[src/rtl/dual_mod_div.sv]
module dual_mod_div #(
  parameter int P  = 4,
  parameter int MW = 4,
  parameter int AW = $clog2(P)
) (
  input  logic          clk,
  input  logic          rst,
  input  logic          tick,
  input  logic [MW-1:0] m_cfg,
  input  logic [AW-1:0] a_cfg,
  output logic          div_pulse,
  output logic          mod_hi,
  output logic          cfg_err
);
  localparam int PW = $clog2(P + 1);

  logic [PW-1:0] pc;
  logic [AW-1:0] a_cnt, a_lat;
  logic [MW-1:0] m_cnt, m_lat;
  logic          pulse_q;
  logic          lat_bad, pre_end, cyc_end;

  assign cfg_err = (int'(m_cfg) < int'(a_cfg)) || (m_cfg == '0) || (int'(a_cfg) > P - 1);
  assign lat_bad = (int'(m_lat) < int'(a_lat)) || (m_lat == '0) || (int'(a_lat) > P - 1);
  assign mod_hi  = a_cnt < a_lat;
  assign pre_end = tick && (pc == (mod_hi ? PW'(P) : PW'(P - 1)));
  assign cyc_end = pre_end && (int'(m_cnt) + 1 >= int'(m_lat));
  assign div_pulse = pulse_q;

  always_ff @(posedge clk) begin
    if (rst) begin
      pc      <= '0;
      a_cnt   <= '0;
      m_cnt   <= '0;
      m_lat   <= m_cfg;
      a_lat   <= a_cfg;
      pulse_q <= 1'b0;
    end else begin
      pulse_q <= cyc_end && !cfg_err && !lat_bad;
      if (tick) pc <= pre_end ? '0 : pc + 1'b1;
      if (cyc_end) begin
        a_cnt <= '0;
        m_cnt <= '0;
        m_lat <= m_cfg;
        a_lat <= a_cfg;
      end else if (pre_end) begin
        m_cnt <= m_cnt + 1'b1;
        if (mod_hi) a_cnt <= a_cnt + 1'b1;
      end
    end
  end

  p_pc_bound_r1: assert property (@(posedge clk) disable iff (rst) int'(pc) <= P);
  p_pulse_after_tick_r9: assert property (@(posedge clk) disable iff (rst)
    div_pulse |-> $past(tick));
  p_no_pulse_in_err_r6: assert property (@(posedge clk) disable iff (rst)
    div_pulse |-> !$past(cfg_err));
  p_one_clock_pulse_r2: assert property (@(posedge clk) disable iff (rst)
    div_pulse |=> !div_pulse);
  p_mod_at_start_r3: assert property (@(posedge clk) disable iff (rst)
    div_pulse |-> (mod_hi == (a_lat != '0)));
  p_mod_drop_on_tick_r4: assert property (@(posedge clk) disable iff (rst)
    (!$past(rst) && $fell(mod_hi)) |-> $past(tick));
  p_cfg_hold_r5: assert property (@(posedge clk) disable iff (rst)
    (!$past(rst) && !$past(cyc_end)) |-> ($stable(m_lat) && $stable(a_lat)));
endmodule

[config.mk]
export PLATFORM = sky130hd
export DESIGN_NAME = dual_mod_div
export DESIGN_NICKNAME = d
export VERILOG_FILES = /design/src/rtl/dual_mod_div.sv
export SDC_FILE = /design/constraint.sdc
export NUM_CORES = 1
export LEC_CHECK = 0
export CAP_MARGIN = 20
export CORE_MARGIN = 2
export CORE_UTILIZATION = 25
export DETAILED_ROUTE_END_ITERATION = 10
export PLACE_DENSITY_LB_ADDON = 0.05
export SLEW_MARGIN = 15
export SYNTH_ARGS = -nofsm -noshare
export SYNTH_HDL_FRONTEND = slang
export SYNTH_SLANG_ARGS = --single-unit
[constraint.sdc]
create_clock -name clk -period 5.1 [get_ports clk]
set_clock_uncertainty 0.15 [all_clocks]
set_input_delay 0.765 -clock clk [delete_from_list [all_inputs] [get_ports clk]]
set_output_delay 0.765 -clock clk [all_outputs]
set_load 0.02 [all_outputs]
==> results of run 1 <==
synthesized netlist by cell type, types with 2 or more instances:
cell type	n	area share (%)
dfxtp_1	10	22
ha_1	9	12
inv_1	7	2.9
a21oi_1	6	3.3
edfxtp_1	6	20
nor2_1	5	2.0
nand2_1	4	1.6
nand2b_1	3	2.0
nand3_1	3	1.6
xor2_1	3	2.9
a211oi_4	2	4.3
nand3b_1	2	1.6
nor3_1	2	1.1
xnor2_1	2	1.9
final cells by class:
cell class                      count  area (um^2)
Fill cell                         367         2460
Clock buffer                        4         55.1
Tap cell                           48         60.1
Inverter                            7         26.3
Sequential cell                    16          380
Multi-Input combinational cell     61          510
Timing Repair Buffer               11          110
path summary, 6_finish.rpt:
check,startpoint,cells after the start,end
setup / recovery,a_cfg[1],8,cfg_err
hold / removal,m_cnt[3],2,m_cnt[3]
setup reg to reg,m_cnt[0],6,a_lat[0]
hold reg to reg,m_cnt[3],2,m_cnt[3]
critical path: stages:
cell and delay [ps]:
clkdlybuf4s50_1 470, inv_1 40, ha_1 180, nand2b_1 140, a21oi_1 130, nor2_1 60, nor3_1 270, clkdlybuf4s50_1 670
sequential cells by signal (all words and copies together) (netlist names):
name,cells
pc,3
m_cnt,4
a_lat,2
div_pulse,1
m_lat,4
a_cnt,2
per-layer routing:
metal | part of all wire, % | track usage [%] | routed length, um
met2 | 47 | 14.7 | 799
met4 | 0 | 5.59 | 0
met3 | 3.6 | 2.60 | 61
met1 | 49 | 12.0 | 842
met5 | 0 | 0 | 0
cells by family (layout without fill, tap and decap cells):
logic type                 after synthesis  in the layout
AOI/OAI and AO/OA                       20             20
and+or+nand+nor                         26             26
buffers and inverters                    8             22
adders and majority gates                9              9
muxes                                    1              1
DFF                                     16             16
xor gates and xnor gates                 5              5
metrics by stage:
stage	setup slack (ps)	hold WS, ps
CTS	1420	335
global route	1320	371
finish	1450	335
detailed placement	1430	325
global placement	1460	317
floorplan	2370	299
where the power goes:
part           leakage [nW]  switching, mW  internal (mW)
Combinational         0.284         0.0183         0.0188
Clock                0.0288         0.0451         0.0685
Sequential            0.140        0.00383          0.138
Total                 0.452         0.0672          0.226
==> metrics.txt, run 1 <==
initial core utilization=25.5%; setup_tns=0 ps; CP required=4180 ps; post-synthesis mux area share=1.09%; most common cell after layout, fill and taps aside=clkdlybuf4s50_1; CP max FO=2; Worst setup SP type=input pin; Final Max Slew Viols=0; Pre-antenna DRT Iters=4; Worst-Skew Late Latency=250 ps; initial antenna violation count=0; Layout Cells excl Fill=147; number of flops mapped to enable cells by yosys=6; Nets=118; relative slew slack=67.9%; H-Tree Depth=1; GRT Util Overall=9.59%; overall power=293 uW; critical path arrival=2730 ps; Slew @ Worst Pin=481 ps; Hold Fails Final Rpt=0; Die X-Extent=64.7 um; Synth Area per Inst=10.8 um^2; Post-Route WL=1700 um; clk slew on worst S/H paths=70 ps; largest family of logic cells by synthesized area=compound AO/OA/AOI/OAI gates; Synth Area in Adders=12.2%; core area=3610 um^2; min cycle time layout=3650 ps; Ports=12; worst vdd rail ir drop=0.100 mV; post-CTS setup buffers=0; Achievable Freq=0.274 GHz; Die Y=64.7 um; area grow syn2layout=24.0%; share of layout cells above drive strength 1=15.2%; Die Area=4180 um^2; GP Congestion=0.673; post-place instance area=1090 um^2; Synth Area in XOR/XNOR=4.76%; routed len/inst=11.6 um; Max clock buf depth=2; Cell Rows=22; Mapped Nets=103; Yosys reg bits=16; period utilization=71.5%; Min-Delay Path Class=flip-flop to flip-flop; via count=655; CTS Hold Buffers Added=0; Cell Area, Synth=921 um^2; drc violations=0; CTS tree=done; Compound-Gate Fraction of Synth Area=19.3%; Detailed Route Iter0 Violations=33; # placed instances=143; P_leak=0.452 nW; Syn Inst Count=85; largest net degree at the start of global routing=11; Final Setup Violations=0; Yosys cell types=35; Main synth FF type=dfxtp_1; first-pass GRT wire length=3010 um; R2R setup slack=2710 ps; CP endpoint kind=primary output; run status=completed; final instance area=1140 um^2; unrepaired setup endpoints after global routing=false; Synth warnings=0; Detail Route Antenna Nets=0; pwr/cell area=256 nW/um^2; Antenna diodes=0; critical path class=input pin to primary output; cts bufs inserted=3; DP HPWL=1300 um; GRT Residual Overflow=0; PortBufs=11; Vias/cell=4.46; root buffer cell=clkbuf_8; Core Util, Final=31.7%; vias in the first global route=649; Simple-Gate Fraction of Synth Area=18.1%; Seq/Total Area, Yosys=41.3%; MaxCap Viol Count=0; ys async rst share=0%; most frequent cells in the layout=clkdlybuf4s50_1, dfxtp_1, ha_1, inv_1; clock sink total=16; PostCTS Resize Cnt=0
(Power assumes the default switching activity.)
==> run 2, diff against run 1 <==
==> constraint.sdc (replaced) <==
create_clock -name clk -period 3.3 [get_ports clk]
set_clock_uncertainty 0.15 [all_clocks]
set_input_delay 0.495 -clock clk [delete_from_list [all_inputs] [get_ports clk]]
set_output_delay 0.495 -clock clk [all_outputs]
set_load 0.02 [all_outputs]
==> results of run 2 <==
The final DEF is identical to that of run 1. Status: completed.
Main changes from that run: setup slack after placement 1430 ps -> 166 ps; setup slack after layout 1450 ps -> 194 ps; register-to-register setup slack 2710 ps -> 910 ps; total power 0.293 mW -> 0.452 mW; worst IR drop on VDD 0.100 mV -> 0.155 mV
==> run 3, diff against run 2 <==
--- a/config.mk
+++ b/config.mk
@@ -5,6 +5,7 @@
 export SDC_FILE = /design/constraint.sdc
 export NUM_CORES = 1
 export LEC_CHECK = 0
+export ABC_CLOCK_PERIOD_IN_PS = 3300
 export CAP_MARGIN = 20
 export CORE_MARGIN = 2
 export CORE_UTILIZATION = 25
==> results of run 3 <==
The final DEF is identical to that of run 1. Status: completed.
Main changes from that run: setup slack after placement 1430 ps -> 166 ps; setup slack after layout 1450 ps -> 194 ps; register-to-register setup slack 2710 ps -> 910 ps; total power 0.293 mW -> 0.452 mW; worst IR drop on VDD 0.100 mV -> 0.155 mV
